## src/rtl/lsu_pkg.sv

```systemverilog
package lsu_pkg;
  typedef enum logic [1:0] {
    SZ_BYTE = 2'd0,
    SZ_HALF = 2'd1,
    SZ_WORD = 2'd2,
    SZ_DBL  = 2'd3
  } acc_size_e;

  localparam int NUM_SIZES = 4;

  // number of bytes touched by an access of a given size code
  function automatic int size_bytes(input logic [1:0] sz);
    return 1 << sz;
  endfunction
endpackage

```

## src/rtl/lsu_agu.sv

```systemverilog
module lsu_agu #(
  parameter int XLEN   = 64,
  parameter int DISP_W = 16,
  parameter int RIDX_W = 5
) (
  input  logic [RIDX_W-1:0] base_idx,
  input  logic [XLEN-1:0]   base_val,
  input  logic [DISP_W-1:0] disp,
  output logic [XLEN-1:0]   ea
);
  localparam int EXT_W = XLEN - DISP_W;

  logic [XLEN-1:0] base_eff;
  logic [XLEN-1:0] disp_ext;

  // index zero is hard-wired to the constant zero
  assign base_eff = (base_idx == '0) ? '0 : base_val;
  assign disp_ext = {{EXT_W{disp[DISP_W-1]}}, disp};
  assign ea       = base_eff + disp_ext;
endmodule

```

## src/rtl/lsu_align_chk.sv

```systemverilog
module lsu_align_chk #(
  parameter int XLEN = 64
) (
  input  logic [$clog2(XLEN/8)-1:0] ofs,
  input  logic [1:0]                size,
  input  logic                      is_store,
  output logic                      misaligned,
  output logic [XLEN/8-1:0]         byte_en
);
  localparam int BYTES = XLEN / 8;
  localparam int OFS_W = $clog2(BYTES);

  logic [OFS_W:0]   nbytes;
  logic [OFS_W-1:0] low_mask;

  assign nbytes     = (OFS_W+1)'(1) << size;
  assign low_mask   = nbytes[OFS_W-1:0] - 1'b1;
  assign misaligned = |(ofs & low_mask);

  // lane i carries data bits 8i+7:8i, which is address offset BYTES-1-i
  for (genvar i = 0; i < BYTES; i++) begin : g_lane
    localparam logic [OFS_W:0] LANE_OFS = (OFS_W+1)'(BYTES - 1 - i);
    logic in_range;
    assign in_range   = (LANE_OFS >= {1'b0, ofs}) && (LANE_OFS < ({1'b0, ofs} + nbytes));
    assign byte_en[i] = is_store && !misaligned && in_range;
  end
endmodule

```

## src/rtl/lsu_extract.sv

```systemverilog
module lsu_extract #(
  parameter int XLEN = 64
) (
  input  logic [XLEN-1:0]           mem_word,
  input  logic [$clog2(XLEN/8)-1:0] ofs,
  input  logic [1:0]                size,
  input  logic                      uns,
  output logic [XLEN-1:0]           data
);
  localparam int BYTES = XLEN / 8;

  logic [XLEN-1:0] shifted;
  logic [XLEN-1:0] ext [lsu_pkg::NUM_SIZES];

  // move the addressed field down to bit 0 (big-endian lanes)
  always_comb begin
    int sh;
    sh = (BYTES - int'(ofs) - lsu_pkg::size_bytes(size)) * 8;
    if (sh < 0) sh = 0;
    shifted = mem_word >> sh;
  end

  for (genvar k = 0; k < lsu_pkg::NUM_SIZES; k++) begin : g_size
    localparam int FW = 8 << k;
    if (FW < XLEN) begin : g_narrow
      logic fill;
      assign fill   = !uns && shifted[FW-1];
      assign ext[k] = {{(XLEN-FW){fill}}, shifted[FW-1:0]};
    end else begin : g_full
      assign ext[k] = shifted;
    end
  end

  assign data = ext[size];
endmodule

```

## src/rtl/lsu_addr_align.sv

```systemverilog
module lsu_addr_align #(
  parameter int XLEN   = 64,
  parameter int DISP_W = 16,
  parameter int RIDX_W = 5
) (
  input  logic              clk,
  input  logic              rst,
  input  logic              in_valid,
  output logic              in_ready,
  input  logic [RIDX_W-1:0] in_base_idx,
  input  logic [XLEN-1:0]   in_base_val,
  input  logic [DISP_W-1:0] in_disp,
  input  logic [1:0]        in_size,
  input  logic              in_unsigned,
  input  logic              in_is_store,
  input  logic [XLEN-1:0]   in_mem_word,
  output logic              out_valid,
  input  logic              out_ready,
  output logic [XLEN-1:0]   out_addr,
  output logic              out_misaligned,
  output logic [XLEN-1:0]   out_load_data,
  output logic [XLEN/8-1:0] out_byte_en,
  output logic              out_is_store
);
  localparam int BYTES = XLEN / 8;
  localparam int OFS_W = $clog2(BYTES);

  logic [XLEN-1:0]  ea;
  logic [OFS_W-1:0] ofs;
  logic             mis;
  logic [BYTES-1:0] be;
  logic [XLEN-1:0]  ext_data;
  logic [XLEN-1:0]  ld_data;
  logic             accept;

  lsu_agu #(.XLEN(XLEN), .DISP_W(DISP_W), .RIDX_W(RIDX_W)) u_agu (
    .base_idx (in_base_idx),
    .base_val (in_base_val),
    .disp     (in_disp),
    .ea       (ea)
  );

  assign ofs = ea[OFS_W-1:0];

  lsu_align_chk #(.XLEN(XLEN)) u_align (
    .ofs        (ofs),
    .size       (in_size),
    .is_store   (in_is_store),
    .misaligned (mis),
    .byte_en    (be)
  );

  lsu_extract #(.XLEN(XLEN)) u_extract (
    .mem_word (in_mem_word),
    .ofs      (ofs),
    .size     (in_size),
    .uns      (in_unsigned),
    .data     (ext_data)
  );

  assign ld_data  = (!in_is_store && !mis) ? ext_data : '0;
  assign in_ready = !out_valid || out_ready;
  assign accept   = in_valid && in_ready;

  always_ff @(posedge clk) begin
    if (rst) begin
      out_valid      <= 1'b0;
      out_misaligned <= 1'b0;
    end else begin
      if (in_ready) out_valid <= in_valid;
      if (accept) out_misaligned <= mis;
    end
  end

  always_ff @(posedge clk) begin
    if (accept) begin
      out_addr      <= ea;
      out_load_data <= ld_data;
      out_byte_en   <= be;
      out_is_store  <= in_is_store;
    end
  end
endmodule

```

## config.mk

```make
export PLATFORM = sky130hd
export DESIGN_NAME = lsu_addr_align
export DESIGN_NICKNAME = d
export VERILOG_FILES = /design/src/rtl/lsu_pkg.sv /design/src/rtl/lsu_agu.sv /design/src/rtl/lsu_align_chk.sv /design/src/rtl/lsu_extract.sv /design/src/rtl/lsu_addr_align.sv
export SDC_FILE = /design/constraint.sdc
export NUM_CORES = 1
export LEC_CHECK = 0
export CORE_MARGIN = 4
export CORE_UTILIZATION = 25
export CTS_CLUSTER_DIAMETER = 40
export DETAILED_ROUTE_END_ITERATION = 7
export PLACE_DENSITY = 0.52
export SLEW_MARGIN = 20
export SYNTH_ARGS = -nofsm -noshare
export SYNTH_HDL_FRONTEND = slang
export SYNTH_SLANG_ARGS = --single-unit
```

## constraint.sdc

```tcl
create_clock -name clk -period 21.4 [get_ports clk]
set_clock_uncertainty 0.15 [all_clocks]
set_input_delay 5.35 -clock clk [delete_from_list [all_inputs] [get_ports clk]]
set_output_delay 5.35 -clock clk [all_outputs]
set_load 0.05 [all_outputs]
```

==> metrics.yaml, run 1 <==
dr.first_iter.drc_count: 718
power_mw: 1.39
cp-start-kind: "primary input"
peakVddDrop_mv: 0.0586
cap_viol_max_count: 0
grt_util_met3_pct: 6.48
dp_hpwl_um: 34000
start_util_pct: 25.5
pin_count: 297
drive_above_1_share_pct: 4.58
ant_nets: 0
track_usage_pct: 17.7
stdcell_area_um2: 15500
syn-num-nets: 1543
synth.avg_cell_area_um2: 8.67
post_cts_buffers: 0
die_x_um: 221
ctsResizeCount: 0
max_freq_mhz: 81.7
hold_path_class: "reg2reg"
synth.area.top_cells: "edfxtp_1, ha_1, a21oi_1"
core_um2: 44500
synthToLayoutAreaGrowth_pct: 36.7
fillers: 4595
clk_latency_ns: 0.48
drc: 0
nets: 1796
synthArstFlopShare_pct: 0
h-tree-depth: 4
pwr_density_cell_nw_per_um2: 90.1
via_per_inst: 5.06
placement_rows: 77
wl_um: 44300
die_area_um2: 48800
cts_tree: "built"
relSlewSlack_pct: 32.5
vias: 11000
synth_warnings: 0
synth-seq-cells: 139
hold_viol_final: 0
status: "complete, no violations"
die_h_um: 221
grt_pass1_wl_um: 67000
post-route-period-util_pct: 57.2
synthTopCellsByCount: "nand2_1, a21oi_1, edfxtp_1, nor2_1, o21ai_0"
yosysTopAreaCell: "edfxtp_1"
crit_type: "in2out"
use_met1_pct: 20.9
antenna_found_initial: 15
top_usage_layer: "met2"
period_minus_slack_ns: 12.25
cts_sinks: 139
syn_inst: 1307
yosys.area.top_type_share_pct: 36.3
setup_ws_ns: 9.15
postCtsHoldBufs: 0
post_dp_cell_area_um2: 14800
setup_viol: 0
ys_dominant_reg_cell: "edfxtp_1"
critPathMaxFanout: 3
io_buffers: 296
numCtsBuffers: 17
required_ns: 15.90
worstSetupEndpointType: "output pin"
synthMostInstantiatedCell: "nand2_1"
worst-slew-pin-transition_ns: 1.01
grt_max_degree: 72
pre_cts_slack_ns: 9.10
cts_max_path_buffers: 2
critical_path_arrival_ns: 6.75
rsz0062_at_grt: "false"
grt_overflow: 0
grt_util_met2_pct: 30.0
gp_congestion: 0.878
slew_viol_final: 0
clkSlewWorstSetupHoldPaths_ns: 0.06
first_pass_iters: 5
ys_types: 72
syn_area_um2: 11300
setup_tns_ns: 0
synth_edf_count: 137
grt_pass1_vias: 11300
avgRoutedWirePerCell_um: 20.4
holdWs_ns: 0.348
yosysSeqAreaShare_pct: 36.7
cts-root-buf: "clkbuf_16"
total_leakage_power_nw: 5.90
[critical path: stages]
cell	delay, ns
clkdlybuf4s50_1	0.44
nand2b_1	0.13
clkdlybuf4s50_1	0.82
[layout by cell type, fill, tap and decap left out, types with 30 or more instances in the layout]
cell	Yosys	routed
clkdlybuf4s50_1	0	295
nand2_1	179	178
a21oi_1	158	158
edfxtp_1	137	137
nor2_1	91	89
o21ai_0	77	76
ha_1	75	75
nor2b_1	69	69
a21o_1	47	47
xnor2_1	38	38
a211oi_1	30	30
mux2i_1	30	30
[routing by layer]
layer / share of wire [%] / vias up
met2: 48 / 406
met5: 0.20 / -
met3: 7.8 / 73
li1: - / 5317
met1: 41 / 5187
met4: 2.4 / 14
[report_power, final]
group | switching [mW] | leakage, nW | internal (mW)
Combinational | 0.469 | 4.23 | 0.237
Clock | 0.135 | 0.305 | 0.195
Sequential | 0.0125 | 1.36 | 0.346
[worst paths after layout]
path                  startpoint        endpoint  slack [ns]  cells after the start
hold / removal    out_misaligned  out_misaligned        0.35                      2
hold reg to reg   out_misaligned  out_misaligned        0.35                      2
setup / recovery       out_ready        in_ready        9.15                      3
setup reg to reg       out_valid  out_byte_en[1]       18.70                      3
[area by class of cell]
cell class	count	area, um^2	area share (%)
multi-input cells	1071	6820	44.0
repair buffers	308	3050	19.7
well taps	592	741	4.78
clock inverters	14	191	1.24
inverters	23	86.3	0.558
clock buffers	18	429	2.77
flip-flops and latches	139	4150	26.8
diodes	7	17.5	0.113
[cells by family after synthesis]
logic type | count (synthesis) | share of synthesized area (%)
AOI/OAI and AO/OA | 442 | 24.6
xor gates and xnor gates | 60 | 4.64
adders and majority gates | 79 | 8.99
buffers and inverters | 97 | 3.37
DFF | 139 | 36.7
muxes | 31 | 2.75
and+or+nand+nor | 459 | 19.0
[stage by stage]
step	cells	utilization [%]
global placement	2133	33.3
floorplan	1307	-
CTS	2165	34.7
detailed placement	2133	33.3
global route	2165	34.7
finish	2172	34.8
[state kept, by name, indices dropped and copies added, names as in the netlist]
signal and flops:
out_valid 1, out_load_data 64, out_is_store 1, out_addr 64, out_byte_en 8, out_misaligned 1
No activity file was read; power rests on OpenSTA's default activity.
==> inputs of run 2 (changes only) <==
- clock period: 21.4 -> 12.7 ns (I/O delays scaled with it)
==> metrics.yaml, run 2 (same netlist as run 1, synthesis figures left out) <==
r2r-end: "out_addr[2]"
die_h_um: 221
cp-start-kind: "primary input"
worstSetupEndpointType: "flip-flop"
pwr_density_cell_nw_per_um2: 149
switching_power_mw: 1.04
cts-root-buf: "clkbuf_16"
status: "complete, no violations"
final_cell_mix: "clkdlybuf4s50_1, nand2_1, a21oi_1, edfxtp_1, nor2_1"
numCtsBuffers: 17
switching_share_pct: 45.4
grt_util_met2_pct: 30.6
ctsResizeCount: 0
die_area_um2: 48800
pwr-share-clk_pct: 21.2
cts_max_path_buffers: 2
grt_pass1_wl_um: 68300
cap_viol_max_count: 0
h-tree-depth: 4
die_x_um: 221
top_regs: "out_addr (64), out_load_data (64), out_byte_en (8)"
hold_path_class: "reg2reg"
synthToLayoutAreaGrowth_pct: 36.1
nets: 1797
track_usage_pct: 18.1
total_leakage_power_nw: 5.85
hold_path_depth: 2
start_util_pct: 25.5
p_int_mw: 1.25
fillers: 4610
grt_max_degree: 75
setup_tns_ns: 0
clk_latency_ns: 0.47
r2r_slack_ns: 10.00
required_ns: 12.76
via_per_inst: 5.06
power_frac_seq_pct: 26.3
first_pass_iters: 5
post_cts_buffers: 0
power_mw: 2.29
final_common_cell: "clkdlybuf4s50_1"
post-route-period-util_pct: 76.1
holdPathEnd: "out_misaligned"
dp_hpwl_um: 35400
vias: 11000
reg2reg_from: "out_valid"
cts_tree: "built"
setup_viol: 0
grt_pass1_vias: 11300
critical_path_arrival_ns: 9.72
critPathMaxFanout: 53
period_minus_slack_ns: 9.66
io_buffers: 296
ant_nets: 0
ff2ff_path_depth: 3
peakVddDrop_mv: 0.0887
use_met1_pct: 21.8
slew_viol_final: 0
drc: 0
crit_type: "in2reg"
hp-start: "out_misaligned"
avgRoutedWirePerCell_um: 20.7
wl_um: 45000
drive_above_1_share_pct: 4.51
cts_sinks: 139
dr.first_iter.drc_count: 826
top_usage_layer: "met2"
postCtsHoldBufs: 0
grt_overflow: 0
clkSlewWorstSetupHoldPaths_ns: 0.06
relSlewSlack_pct: 30.6
gp_congestion: 0.890
max_freq_mhz: 103
hold_viol_final: 0
power_frac_comb_pct: 52.5
worst-slew-pin-transition_ns: 1.04
pin_count: 297
antenna_found_initial: 12
grt_util_met3_pct: 6.25
core_um2: 44500
rsz0062_at_grt: "false"
placement_rows: 77
## run 2: cell count changes in the layout (fill, tap and decap cells not counted)
cell        previous run  this run
clkinvlp_4             1         5
bufinv_16              4         1
clkbuf_1               1         2
o21ai_2                5         4
clkinv_1               0         1
o21ai_4                0         1
diode_2                7         4
buf_4                 12        13
clkinv_4               2         1
clkinv_2               4         2
## run 2: layout make-up
cell class                 instances  area [um^2]  area share [%]
tap                              592          741            4.80
timing repair buffer             309         3060            19.8
clock inverter                    13          116           0.755
multi-input combinational       1071         6820            44.3
inverter                          23         86.3           0.560
sequential                       139         4150            26.9
antenna                            4         10.0          0.0649
clock buffer                      19          433            2.81
## run 2: through the flow
step | worst slack, ns | utilization (%) | cell area (um^2) | hold slack [ns] | instances
2_1_floorplan | 3.87 | - | 11300 | 0.562 | 1307
3_3_place_gp | 2.43 | 33.4 | 14900 | 0.338 | 2134
3_5_place_dp | 2.56 | 33.4 | 14900 | 0.343 | 2134
4_1_cts | 3.11 | 34.6 | 15400 | 0.352 | 2166
5_1_grt | 2.53 | 34.6 | 15400 | 0.398 | 2167
6_report | 3.04 | 34.6 | 15400 | 0.350 | 2170
## run 2: worst max-delay path, cell delays in order
cell and delay [ns]:
clkdlybuf4s50_1 0.39, or4_1 0.58, nor2_4 0.34, buf_4 0.55, nor2b_1 0.10, ha_1 0.35
xnor2_1 0.43, inv_2 0.18, nor3_1 0.49, ha_1 0.48, o21a_2 0.20, buf_4 0.49
nor2_1 0.29, a2bb2oi_1 0.31, o21ai_0 0.15, o211a_1 0.22, o21ai_4 0.63, buf_4 0.24
o21ai_1 0.07
## run 2: power by group through the flow
| stage | Combinational, mW | Sequential, mW | Clock [mW] |
|---|---|---|---|
| global placement | 1.21 | 0.614 | 0 |
| global route | 1.30 | 0.608 | 0.522 |
| finish | 1.20 | 0.603 | 0.485 |
| floorplan | 0.600 | 0.799 | 0 |
| CTS | 1.21 | 0.605 | 0.507 |
| detailed placement | 1.20 | 0.613 | 0 |
## run 2: worst max-delay path by stage
stage	start	to	slack (ns)	depth (start not counted)
final	in_base_idx[2]	out_load_data[48]	3.04	19
after global routing	in_base_idx[2]	out_load_data[48]	2.53	19
after CTS	in_base_idx[2]	out_load_data[48]	3.11	19
after detailed placement	in_base_idx[2]	out_load_data[48]	2.56	19
after global placement	in_base_idx[2]	out_load_data[51]	2.43	21
after floorplan	in_base_idx[2]	out_load_data[16]	3.87	21
## run 2: routing by layer
layer / routed length, um / vias up / share of wire (%)
met5: 103 / - / 0.23
met4: 966 / 14 / 2.1
met3: 3280 / 65 / 7.3
met2: 21500 / 363 / 48
met1: 19200 / 5220 / 43
li1: - / 5329 / -
==> inputs of run 3 (changes only) <==
- clock period: 12.7 -> 9.3 ns (I/O delays scaled with it)
==> metrics.yaml, run 3 (same netlist as run 1, synthesis figures left out) <==
grt_pass1_wl_um: 67800
die_h_um: 221
die_x_um: 221
top_regs: "out_addr (64), out_load_data (64), out_byte_en (8)"
vias: 11100
clk_latency_ns: 0.47
grt_max_degree: 69
relSlewSlack_pct: 31.7
drive_above_1_share_pct: 5.06
placement_rows: 77
die_area_um2: 48800
io_buffers: 296
cts_tree: "built"
antenna_found_initial: 11
via_per_inst: 5.07
grt_pass1_vias: 11400
grt_overflow: 0
nets: 1805
cts-root-buf: "clkbuf_16"
hold_path_class: "reg2reg"
slew_viol_final: 0
required_ns: 9.34
rsz0062_at_grt: "false"
crit_type: "in2reg"
wl_um: 44700
hold_viol_final: 0
avgRoutedWirePerCell_um: 20.5
setup_tns_ns: 0
track_usage_pct: 17.9
cp-start-kind: "primary input"
ctsResizeCount: 0
dr.first_iter.drc_count: 828
cts_max_path_buffers: 2
total_leakage_power_nw: 5.90
final_common_cell: "clkdlybuf4s50_1"
gp_congestion: 0.943
setup_viol: 0
post_cts_buffers: 0
dp_hpwl_um: 35000
numCtsBuffers: 17
post-route-period-util_pct: 89.8
synthToLayoutAreaGrowth_pct: 36.7
max_freq_mhz: 120
worstSetupEndpointType: "flip-flop"
first_pass_iters: 6
start_util_pct: 25.5
drc: 0
period_minus_slack_ns: 8.35
pin_count: 297
core_um2: 44500
cap_viol_max_count: 0
postCtsHoldBufs: 0
cts_sinks: 139
worst-slew-pin-transition_ns: 1.02
clkSlewWorstSetupHoldPaths_ns: 0.06
final_util_pct: 34.8
final_cell_mix: "clkdlybuf4s50_1, nand2_1, a21oi_1, edfxtp_1, nor2_1"
critical_path_arrival_ns: 8.39
status: "complete, no violations"
h-tree-depth: 4
peakVddDrop_mv: 0.125
critPathMaxFanout: 16
pwr_density_cell_nw_per_um2: 203
ant_nets: 0
[run 3: changes by cell type in the layout (fill, tap and decap cells not counted)]
cell and delta:
buf_4 +7, clkbuf_1 -2, buf_12 +1, clkinv_1 +1, clkinv_2 +1, clkinv_4 +1, diode_2 +1, inv_6 -1
o21ai_2 +1, o21ai_4 -1
[run 3: metal layers]
metal | up-vias | part of all wire, % | track usage [%]
met5 | - | 0.16 | 0
met3 | 66 | 7.2 | 6.25
met4 | 10 | 2.7 | 6.06
met2 | 402 | 48 | 29.9
met1 | 5236 | 42 | 21.7
li1 | 5336 | - | -
[run 3: final timing paths]
| kind | start | to | slack (ns) | cells after the start |
|---|---|---|---|---|
| setup reg to reg | out_valid | out_byte_en[5] | 7.35 | 3 |
| setup / recovery | in_base_idx[2] | out_load_data[22] | 0.95 | 21 |
| hold / removal | out_misaligned | out_misaligned | 0.36 | 2 |
| hold reg to reg | out_misaligned | out_misaligned | 0.36 | 2 |
[run 3: report_power, final]
part           internal (mW)  total (mW)  switching, mW
clock                  0.364       0.669          0.304
combinational          0.563        1.65           1.08
sequential             0.796       0.825         0.0294
total                   1.72        3.14           1.42
[run 3: layout make-up]
cell class | instances | area, um^2
well taps | 592 | 741
inverters | 23 | 86.3
repair buffers | 317 | 3130
multi-input cells | 1071 | 6820
diodes | 5 | 12.5
clock inverters | 15 | 125
clock buffers | 17 | 425
flip-flops and latches | 139 | 4150
fillers | 4612 | 29000
[run 3: per-stage QoR]
step	area [um^2]	setup WS [ns]	hold WS [ns]	instances	power [mW]
CTS	15500	0.998	0.359	2174	3.17
detailed placement	14900	0.481	0.352	2142	2.47
floorplan	11300	1.32	0.562	1307	1.91
global placement	14900	0.642	0.337	2142	2.48
global route	15500	0.509	0.402	2175	3.32
finish	15500	0.953	0.355	2179	3.14
[run 3: critical path, stage by stage]
cell	delay, ns
clkdlybuf4s50_1	0.39
or4_1	0.59
nor2_4	0.34
nor2b_1	0.10
ha_1	0.22
fa_1	0.69
inv_1	0.15
ha_1	0.26
ha_1	0.30
ha_1	0.33
o21a_1	0.16
or2_2	0.29
fa_1	0.39
o31a_1	0.18
a21oi_1	0.17
buf_4	0.23
o21ai_1	0.11
a21oi_1	0.29
a2111oi_4	0.16
nor2_2	0.55
a21oi_1	0.15
